===== src/rtl/bus_wake_detect.sv =====
module bus_wake_detect #(
  parameter int BUS_FILT = 100,
  parameter int LOC_FILT = 100,
  parameter int REARM    = 10
) (
  input  logic clk,
  input  logic rst_n,
  input  logic sleep_i,
  input  logic bus_dom_i,
  input  logic loc_low_i,
  output logic bus_wake_o,
  output logic loc_wake_o,
  output logic rx_on_o
);
  localparam int BW = $clog2(BUS_FILT + 2);
  localparam int LW = $clog2(LOC_FILT + 1);
  localparam int RW = $clog2(REARM + 1);
  localparam logic [BW-1:0] B_TH  = BW'(BUS_FILT);
  localparam logic [BW-1:0] B_SAT = BW'(BUS_FILT + 1);
  localparam logic [LW-1:0] L_TH  = LW'(LOC_FILT);
  localparam logic [RW-1:0] R_TH  = RW'(REARM);

  logic [1:0]    bus_sy, loc_sy;
  logic          bus_s, loc_s, bus_q, loc_q;
  logic          bus_arm, loc_arm, loc_blk;
  logic [BW-1:0] bus_cnt;
  logic [LW-1:0] loc_cnt;
  logic [RW-1:0] hi_cnt;

  assign bus_s = bus_sy[1];
  assign loc_s = loc_sy[1];

  always_ff @(posedge clk or negedge rst_n) begin
    if (!rst_n) begin
      bus_sy <= '0;
      loc_sy <= '0;
      bus_q  <= 1'b0;
      loc_q  <= 1'b0;
    end else begin
      bus_sy <= {bus_sy[0], bus_dom_i};
      loc_sy <= {loc_sy[0], loc_low_i};
      bus_q  <= bus_s;
      loc_q  <= loc_s;
    end
  end

  always_ff @(posedge clk or negedge rst_n) begin
    if (!rst_n) begin
      bus_arm <= 1'b0;
      bus_cnt <= '0;
    end else if (!sleep_i) begin
      bus_arm <= 1'b0;
      bus_cnt <= '0;
    end else if (bus_s && !bus_q) begin
      bus_arm <= 1'b1;
      bus_cnt <= BW'(1);
    end else if (bus_s && bus_arm) begin
      if (bus_cnt != B_SAT) bus_cnt <= bus_cnt + BW'(1);
    end else begin
      bus_arm <= 1'b0;
      bus_cnt <= '0;
    end
  end

  always_ff @(posedge clk or negedge rst_n) begin
    if (!rst_n) begin
      loc_blk <= 1'b0;
      hi_cnt  <= '0;
    end else if (!sleep_i) begin
      loc_blk <= loc_s;
      hi_cnt  <= '0;
    end else if (loc_blk) begin
      if (loc_s) begin
        hi_cnt <= '0;
      end else if (hi_cnt == R_TH) begin
        loc_blk <= 1'b0;
        hi_cnt  <= '0;
      end else begin
        hi_cnt <= hi_cnt + RW'(1);
      end
    end
  end

  always_ff @(posedge clk or negedge rst_n) begin
    if (!rst_n) begin
      loc_arm <= 1'b0;
      loc_cnt <= '0;
    end else if (!sleep_i) begin
      loc_arm <= 1'b0;
      loc_cnt <= '0;
    end else if (loc_s && !loc_q && !loc_blk) begin
      loc_arm <= 1'b1;
      loc_cnt <= LW'(1);
    end else if (loc_s && loc_arm) begin
      if (loc_cnt == L_TH) loc_arm <= 1'b0;
      else                 loc_cnt <= loc_cnt + LW'(1);
    end else begin
      loc_arm <= 1'b0;
      loc_cnt <= '0;
    end
  end

  assign bus_wake_o = sleep_i && bus_arm && bus_q && !bus_s && (bus_cnt > B_TH);
  assign loc_wake_o = sleep_i && loc_arm && loc_s && (loc_cnt == L_TH);
  assign rx_on_o    = sleep_i && bus_s;
endmodule



===== config.mk =====
export PLATFORM = sky130hd
export DESIGN_NAME = bus_wake_detect
export DESIGN_NICKNAME = d
export VERILOG_FILES = /design/src/rtl/bus_wake_detect.sv
export SDC_FILE = /design/constraint.sdc
export NUM_CORES = 1
export LEC_CHECK = 0
export BUFFER_PORTS_ARGS = -buffer_cell sky130_fd_sc_hd__buf_2
export CAP_MARGIN = 20
export CORE_MARGIN = 2
export CORE_UTILIZATION = 56
export DETAILED_ROUTE_END_ITERATION = 16
export PLACE_DENSITY = 0.75
export SETUP_SLACK_MARGIN = 0.2
export SLEW_MARGIN = 30
export SYNTH_ARGS = -nofsm -noshare
export SYNTH_HDL_FRONTEND = slang
export SYNTH_SLANG_ARGS = --single-unit
export TNS_END_PERCENT = 50

===== constraint.sdc =====
create_clock -name clk -period 3.9 [get_ports clk]
set_input_delay 0.78 -clock clk [delete_from_list [all_inputs] [get_ports clk]]
set_output_delay 0.78 -clock clk [all_outputs]
set_load 0.05 [all_outputs]

==> results of run 1 <==
-- power by group --
group	leakage (nW)	total (W)	switching, W	internal [W]
registers	0.357	0.000297	0.00000941	0.000288
logic	0.233	0.0000279	0.0000187	0.00000916
clock network	0.0150	0.000116	0.0000757	0.0000398
-- how the worst max path moves through the flow --
stage | from | end | slack, ns | cells past startpoint
after floorplan | sleep_i | bus_wake_o | 0.53 | 3
after global placement | sleep_i | bus_wake_o | 1.42 | 4
after detailed placement | sleep_i | bus_wake_o | 1.40 | 4
after CTS | loc_cnt[0] | loc_wake_o | 1.28 | 6
after global routing | loc_cnt[0] | loc_wake_o | 1.16 | 6
final | loc_cnt[0] | loc_wake_o | 1.26 | 6
-- layout make-up --
type                       instances  share of cell area [%]
clock buffer                       4                   1.831
sequential                        27                   47.08
tap                               28                   2.441
inverter                          10                   2.616
timing repair buffer               7                   2.441
multi-input combinational         94                   43.59
-- cell families after synthesis --
| group | count (synthesis) | share of synthesized area, % |
|---|---|---|
| AOI/OAI and AO/OA | 32 | 15.14 |
| xor gates and xnor gates | 3 | 1.950 |
| adders and majority gates | 7 | 6.499 |
| buffers and inverters | 12 | 3.435 |
| DFF | 27 | 50.14 |
| and+or+nand+nor | 52 | 22.84 |
-- synthesized netlist by cell type, types with 2 or more instances --
| cell | count |
|---|---|
| a211oi_1 | 2 |
| a21oi_1 | 10 |
| and2_1 | 2 |
| dfrtp_1 | 27 |
| ha_1 | 7 |
| inv_1 | 10 |
| nand2_1 | 7 |
| nand3_1 | 8 |
| nand4_1 | 6 |
| nor2_1 | 5 |
| nor3_1 | 5 |
| o21ai_0 | 9 |
| or3_1 | 8 |
| xor2_1 | 3 |
-- sequential cells by signal, summed over array words and instances, names as in the netlist, 2 cells and up --
signal,flops
loc_cnt,7
bus_cnt,7
hi_cnt,4
bus_sy,2
loc_sy,2
-- cells in the final DEF, fill, tap and decap left out, types with 6 or more instances in the layout --
cell     instances
dfrtp_1         27
inv_1           10
a21oi_1         10
o21ai_0          9
nand3_1          8
or3_1            8
nand2_1          7
ha_1             7
buf_2            7
nand4_1          6
-- per-layer routing --
metal,vias up,routed length [um]
met3,2,39
met1,490,1188
met5,-,0
met2,9,1208
met4,0,16
li1,501,-
-- stage by stage --
step	power (W)	area, um2	setup slack (ns)	instances
final	0.0004406	1435	1.257	170
after global routing	0.0004581	1435	1.163	170
after CTS	0.0004462	1435	1.275	170
after detailed placement	0.0003311	1409	1.396	166
after global placement	0.0003289	1409	1.419	166
after floorplan	0.0003173	1348	0.5328	133
==> out/metrics.yaml, run 1 <==
synth_top_area_share_pct: 50.14
cts_buffer_depth: 2
use_met3_pct: 3.390
wl_per_cell_um: 14.42
rrSetupSlack_ns: 2.38
postCtsHoldBufs: 0
slowest_stage: "dfrtp_1"
hold_depth: 0
place_hpwl_mm: 1.809
multi_input_comb_area_um2: 625.6
critPathLaunchType: "flip-flop"
rsz0062_at_grt: "no"
diodes: 0
drt_iter0_markers: 22
finalSetupViolations: 0
utilization_pct: 64.26
cts_buffers: 3
vias: 1002
busiest_layer: "met2"
grt_use_met2_pct: 33.54
reg2reg_to: "hi_cnt[1]"
reg2regPathDepth: 5
grt_pass1_wl_mm: 4.057
via_per_inst: 5.894
met1_usage_pct: 26.48
synth.distinct_cells: 38
p_per_area_mw_per_mm2: 307.0
worstMarginPinSlew_ns: 0.5819
cts_resized: 0
nFillCells: 183
synth_area_mm2: 0.001348
maxCapViolations: 0
endpoint_kind: "output pin"
grt_pass1_vias: 945
drc: 0
std_cell_rows: 17
relSlewSlack_pct: 61.20
clock-sinks: 27
die_w_um: 53.06
core_mm2: 0.002233
synth-main-ff-cell: "dfrtp_1"
crit_fanout: 4
worstPathArrival_ns: 1.86
hold_viol: 0
drive_gt1_share_pct: 9.155
grt_usage_pct: 19.70
period_needed_ns: 2.643
synth_warnings: 0
status: "complete, no violations"
synthTopCellsByArea: "dfrtp_1 (50%), ha_1 (6.5%), a21oi_1 (3.7%)"
cts_tree: "yes"
min_to: "bus_sy[1]"
seq_area_frac_synth_pct: 50.14
critical_path_class: "flip-flop to output pin"
die_h_um: 53.06
skew_ns: 0.001648
grt_max_degree: 28
first_pass_iters: 4
max_stage_delay_ns: 0.45
r2r_start: "hi_cnt[0]"
clk_latency_ns: 0.31
die-area_mm2: 0.002815
path_clk_slew_ns: 0.14
holdCritPathClass: "flip-flop to flip-flop"
min_period_over_period_pct: 67.77
htree_levels: 1
crit_chain: "inv_1 > ha_1 > nand2_1 > nor2_1 > and4_1 > buf_2"
cp_num_buf_inv: 2
yosysTopAreaCell: "dfrtp_1"
synth_enable_flop_cells: 0
min_from: "bus_sy[0]"
finalNetCount: 155
critPathTopFamily: "simple AND/OR/NAND/NOR gates"
start_util_pct: 60.34
final_antenna_net_count: 0
finalMaxSlewViolations: 0
avgSynthCellArea_um2: 10.13
ys_seq_elements: 27
ff_latch_area_um2: 675.6
routed_wirelength_mm: 2.452
root_buffer: "clkbuf_4"
area_growth_pct: 6.500
gp_congestion: 0.8443
async_flop_share_pct: 100.0
hold_ws_ns: 0.3645
fmax_ghz: 0.3784
grt-ovfl-total: 0
antenna_found_initial: 0
p_leak_nw: 0.6050
io_buffers: 7
syn-num-nets: 145
fin_tns_setup_ns: 0
io_pins: 8
worstPathRequired_ns: 3.12
postSynthCellCount: 133
postCtsSetupBuffers: 0
max-vdd-ir-drop_v: 0.0002599
Note: power is estimated with default switching activity, not from simulation.
==> run 2: changes to the inputs <==
--- a/config.mk
+++ b/config.mk
@@ -8,7 +8,7 @@
 export BUFFER_PORTS_ARGS = -buffer_cell sky130_fd_sc_hd__buf_2
 export CAP_MARGIN = 20
 export CORE_MARGIN = 2
-export CORE_UTILIZATION = 56
+export CORE_UTILIZATION = 53
 export DETAILED_ROUTE_END_ITERATION = 16
 export PLACE_DENSITY = 0.75
 export SETUP_SLACK_MARGIN = 0.2
==> constraint.sdc (replaced) <==
create_clock -name clk -period 2.15 [get_ports clk]
set_input_delay 0.43 -clock clk [delete_from_list [all_inputs] [get_ports clk]]
set_output_delay 0.43 -clock clk [all_outputs]
set_load 0.05 [all_outputs]
==> run 2 against run 1 <==
Count of clock-buffer cells in the layout shrank 1. Critical path depth stayed put. Global-route usage grew 2.5 points. Critical endpoint unchanged. Combinational power increased by 120%. Total power up 87%. Register-to-register slack worse by 1.8 ns. Core utilization up 1.7 points.
==> out/metrics.yaml, run 2 (synthesis results as in run 1) <==
drt_iter0_markers: 25  # +14%
hold_viol: 0  # unchanged
min_period_over_period_pct: 90.67
worstPathArrival_ns: 1.52  # -0.34 ns
reg2reg_to: "bus_cnt[0]"
max_stage_delay_ns: 0.42  # -0.03 ns
grt_use_met2_pct: 36.55  # +3.0 points
grt-ovfl-total: 0  # unchanged
die_h_um: 54.43  # +2.6%
routed_wirelength_mm: 2.836  # +16%
path_clk_slew_ns: 0.15  # about the same
crit_path_start: "loc_cnt[0]"
clock-sinks: 27  # unchanged
p_switching_w: 0.0002087  # +100%
area_growth_pct: 19.13
final_cell_mix: "dfrtp_1 (27), a21oi_1 (10), buf_4 (10)"
first_pass_iters: 4  # unchanged
finalNetCount: 165  # +6.5%
power_w: 0.0008233  # +87%
met1_usage_pct: 29.51  # +3.0 points
crit_chain: "inv_2 > ha_4 > nand2_4 > nor2_4 > and4_1 > buf_6"
seq_power_share_pct: 65.4  # -2.0 points
endpoint_kind: "output pin"
worstSetupEndpoint: "loc_wake_o"
status: "complete, no violations"
worstPathRequired_ns: 1.72  # -1.40 ns
worst-path-stages: 6  # unchanged
power.share.clock_pct: 27.3  # +1.1 points
critPathTopFamily: "flip-flops"
rrSetupSlack_ns: 0.58  # -1.80 ns
maxCapViolations: 0  # unchanged
cp_num_buf_inv: 2  # unchanged
vias: 1090  # +8.8%
final_common_cell: "dfrtp_1"
grt_max_degree: 28  # unchanged
internal-power_w: 0.0006147  # +83%
io_pins: 8  # unchanged
drive_gt1_share_pct: 23.03  # +14 points
grt_pass1_vias: 1040  # +10%
cts_tree: "yes"
critPathLaunchType: "flip-flop"
combPwrFrac_pct: 7.3  # +1.0 points
wl_per_cell_um: 15.58  # +8.0%
cts_buffer_depth: 2  # unchanged
finalSetupViolations: 0  # unchanged
diodes: 0  # unchanged
relSlewSlack_pct: 60.34  # -0.86 points
fmax_ghz: 0.5130
nFillCells: 185  # +1.1%
antenna_found_initial: 0  # unchanged
die-area_mm2: 0.002962  # +5.2%
fin_tns_setup_ns: 0  # unchanged
core_mm2: 0.002432  # +8.9%
busiest_layer: "met2"
period_needed_ns: 1.949
top_regs: "bus_cnt (7), loc_cnt (7), hi_cnt (4)"
crit_fanout: 3  # -1
p_leak_nw: 0.6679  # +10%
clk_latency_ns: 0.33  # +0.02 ns
critical_path_class: "flip-flop to output pin"
r2r_start: "bus_cnt[1]"
start_util_pct: 55.40  # -4.9 points
root_buffer: "clkbuf_4"
grt_usage_pct: 22.24  # +2.5 points
cts_buffers: 3  # unchanged
worstMarginPinSlew_ns: 0.5949  # +0.01294 ns
io_buffers: 7  # unchanged
slowest_stage: "dfrtp_1"
drc: 0  # unchanged
use_met3_pct: 3.279  # -0.11 points
die_w_um: 54.43  # +2.6%
grt_pass1_wl_mm: 4.602  # +13%
place_hpwl_mm: 1.780  # -1.6%
swShare_pct: 25.34  # +1.8 points
reg2regPathDepth: 6  # +1
htree_levels: 1  # unchanged
p_per_area_mw_per_mm2: 512.9  # +67%
std_cell_rows: 18  # +1
postCtsHoldBufs: 0  # unchanged
max-vdd-ir-drop_v: 0.0004278  # +65%
via_per_inst: 5.989  # +1.6%
final_antenna_net_count: 0  # unchanged
gp_congestion: 0.8236  # -2.5%
holdCritPathClass: "input port to asynchronous set/reset pin"
rsz0062_at_grt: "yes"
finalMaxSlewViolations: 0  # unchanged
hold_ws_ns: 0.07717  # -0.2873 ns
skew_ns: 0.01337  # +0.01172 ns
-- run 2: cell types whose count changed in the layout (fill, tap and decap cells not counted), sizes merged --
cell	change
clkinvlp	+1
buf	+10
clkbuf	-1
-- run 2: worst min path at each step --
stage	end	slack (ns)	cells past startpoint
finish	loc_cnt[0]	0.08	1
global route	loc_arm	0.12	1
CTS	bus_cnt[2]	0.10	1
detailed placement	bus_sy[1]	0.34	0
global placement	bus_sy[1]	0.33	0
floorplan	bus_arm	0.13	0
-- run 2: stage by stage --
step | utilization [%] | instances | area, um2 | worst slack [ns]
final | 66.00 | 182 | 1605 | 0.2006
after detailed placement | 58.64 | 168 | 1426 | 0.2741
after CTS | 63.73 | 179 | 1550 | 0.1989
after global placement | 58.64 | 168 | 1426 | 0.3101
after floorplan | - | 133 | 1363 | 0.3367
after global routing | 66.00 | 182 | 1605 | 0.1149
-- run 2: timing repair --
item                       CTS  global route
setup endpoints to repair    2             2
buffers inserted             7             3
pin swaps                    2             4
gates resized for setup     10             8
gates cloned                 0             0
-- run 2: per-layer routing --
layer,up-vias,wire length (um)
met5,-,0
met4,0,48
met3,6,96
met2,20,1396
met1,535,1295
li1,529,-
-- run 2: power by group through the flow --
stage / Combinational [W] / Clock, W / Sequential [W]
6_report: 0.0000601 / 0.000224 / 0.000539
5_1_grt: 0.0000690 / 0.000250 / 0.000542
4_1_cts: 0.0000570 / 0.000232 / 0.000538
3_5_place_dp: 0.0000517 / 0 / 0.000549
3_3_place_gp: 0.0000501 / 0 / 0.000548
2_1_floorplan: 0.0000336 / 0 / 0.000543
-- run 2: area by class of cell --
type / instances / area (um2) / share of cell area (%)
clock inverter: 1 / 7.507 / 0.4677
multi-input combinational: 94 / 701.9 / 43.73
timing repair buffer: 17 / 122.6 / 7.638
sequential: 27 / 675.6 / 42.09
clock buffer: 3 / 22.52 / 1.403
inverter: 10 / 37.54 / 2.338
tap: 30 / 37.54 / 2.338
==> run 3: changes to the inputs <==
--- a/config.mk
+++ b/config.mk
@@ -7,8 +7,10 @@
 export LEC_CHECK = 0
 export BUFFER_PORTS_ARGS = -buffer_cell sky130_fd_sc_hd__buf_2
 export CAP_MARGIN = 20
+export CELL_PAD_IN_SITES_DETAIL_PLACEMENT = 1
+export CELL_PAD_IN_SITES_GLOBAL_PLACEMENT = 1
 export CORE_MARGIN = 2
-export CORE_UTILIZATION = 53
+export CORE_UTILIZATION = 42
 export DETAILED_ROUTE_END_ITERATION = 16
 export PLACE_DENSITY = 0.75
 export SETUP_SLACK_MARGIN = 0.2
==> run 3 against run 2 <==
Total power down 0.30%. Critical endpoint unchanged. Combinational power up 1%. Via count down 0.46%. Sequential power about the same. Global-route usage down 4.1 points.
==> out/metrics.yaml, run 3 (synthesis results as in run 1) <==
final_antenna_net_count: 0  # unchanged
grt_pass1_vias: 1111  # +6.8%
die_w_um: 60.65  # +11%
drc: 0  # unchanged
fmax_ghz: 0.5087  # -0.82%
finalNetCount: 166  # +0.61%
worstMarginPinSlew_ns: 0.6062  # +0.01130 ns
io_buffers: 7  # unchanged
endpoint_kind: "output pin"
place_hpwl_mm: 2.039  # +15%
grt_pass1_wl_mm: 4.926  # +7.0%
p_leak_nw: 0.6743  # +0.95%
rsz0062_at_grt: "yes"
r2r_start: "hi_cnt[0]"
crit_path_start: "loc_cnt[1]"
period_needed_ns: 1.966  # +0.01618 ns
crit_fanout: 3  # unchanged
start_util_pct: 44.14  # -11 points
die_h_um: 60.65  # +11%
cts_tree: "yes"
worstSetupEndpoint: "loc_wake_o"
grt_max_degree: 28  # unchanged
max-vdd-ir-drop_v: 0.0003147  # -26%
p_per_area_mw_per_mm2: 508.2  # -0.92%
reg2reg_to: "hi_cnt[1]"
clk_latency_ns: 0.33  # about the same
io_pins: 8  # unchanged
drt_iter0_markers: 23  # -8.0%
cts_buffer_depth: 2  # unchanged
maxCapViolations: 0  # unchanged
status: "complete, no violations"
wl_per_cell_um: 14.71  # -5.6%
finalSetupViolations: 0  # unchanged
grt-ovfl-total: 0  # unchanged
ff_latch_area_um2: 675.6  # unchanged
hold_ws_ns: 0.08736  # +0.01020 ns
finalMaxSlewViolations: 0  # unchanged
gp_congestion: 0.8146  # -1.1%
min_period_over_period_pct: 91.42  # +0.75 points
nFillCells: 347  # +88%
worstPathArrival_ns: 1.54  # +0.02 ns
vias: 1085  # -0.46%
reg2regPathDepth: 5  # -1
final_cell_mix: "dfrtp_1 (27), buf_4 (11), a21oi_1 (10)"
relSlewSlack_pct: 59.59  # -0.75 points
first_pass_iters: 4  # unchanged
clock-sinks: 27  # unchanged
skew_ns: 0.002565  # -0.01080 ns
path_clk_slew_ns: 0.15  # about the same
critical_path_class: "flip-flop to output pin"
std_cell_rows: 20  # +2
drive_gt1_share_pct: 21.57  # -1.5 points
final_common_cell: "dfrtp_1"
root_buffer: "clkbuf_4"
core_mm2: 0.003053  # +26%
power_w: 0.0008209  # -0.30%
routed_wirelength_mm: 2.897  # +2.2%
top_regs: "bus_cnt (7), loc_cnt (7), hi_cnt (4)"
cts_buffers: 3  # unchanged
hold_viol: 0  # unchanged
diodes: 0  # unchanged
area_growth_pct: 19.87
rrSetupSlack_ns: 0.57  # about the same
htree_levels: 1  # unchanged
multi_input_comb_area_um2: 689.4  # -1.8%
postCtsHoldBufs: 0  # unchanged
critPathLaunchType: "flip-flop"
antenna_found_initial: 0  # unchanged
grt_usage_pct: 18.10  # -4.1 points
fin_tns_setup_ns: 0  # unchanged
worstPathRequired_ns: 1.72  # about the same
via_per_inst: 5.508  # -8.0%
die-area_mm2: 0.003678  # +24%
holdCritPathClass: "input port to asynchronous set/reset pin"
-- run 3: cell types whose count changed in the layout (fill, tap and decap cells not counted) --
cell        before  now
inv_2            4    2
ha_4             2    1
buf_4           10   11
ha_1             5    6
clkinvlp_4       1    0
inv_1            6    8
clkinv_2         0    1
-- run 3: worst min path at each step --
stage / cells after the start / slack, ns / start / to
finish: 1 / 0.09 / rst_n / loc_cnt[5]
global route: 1 / 0.12 / rst_n / loc_cnt[5]
CTS: 1 / 0.1 / rst_n / loc_cnt[5]
detailed placement: 0 / 0.34 / loc_sy[0] / loc_sy[1]
global placement: 0 / 0.34 / loc_sy[0] / loc_sy[1]
floorplan: 0 / 0.13 / rst_n / bus_arm
-- run 3: final cells by class --
class | count | area share, %
Multi-Input combinational cell | 94 | 42.68
Timing Repair Buffer | 18 | 8.056
Clock buffer | 3 | 1.394
Sequential cell | 27 | 41.83
Tap cell | 44 | 3.408
Clock inverter | 1 | 0.3098
Inverter | 10 | 2.324
-- run 3: power by group --
group          internal (W)  switching, W  total (W)
Combinational     0.0000213     0.0000394  0.0000608
Clock             0.0000699      0.000152   0.000222
Sequential         0.000522     0.0000163   0.000538
-- run 3: critical path, cell delays in order, from the launching register on --
cell and delay, ns:
dfrtp_1 0.41, inv_1 0.10, ha_4 0.15, nand2_4 0.06, nor2_4 0.11, and4_1 0.22, buf_6 0.16
-- run 3: per-stage QoR --
step / std cells / worst slack, ns / util (%) / area, um2
after floorplan: 133 / 0.3367 / - / 1363
after global placement: 182 / 0.2939 / 47.30 / 1444
after detailed placement: 182 / 0.2693 / 47.30 / 1444
after CTS: 193 / 0.1908 / 51.60 / 1575
after global routing: 197 / 0.1027 / 52.91 / 1615
final: 197 / 0.1844 / 52.91 / 1615
-- run 3: per-layer routing --
metal  track usage (%)  vias up  wire [um]
met4             6.522        0         27
met2             29.95        8       1494
met1             23.37      544       1326
met3             4.051        4         49
met5                 0        -          0
li1                  -      529          -
-- run 3: timing repair --
action,CTS,global route
resized for setup,11,3
setup endpoints to repair,2,2
setup buffers,7,4
pin swaps,3,3
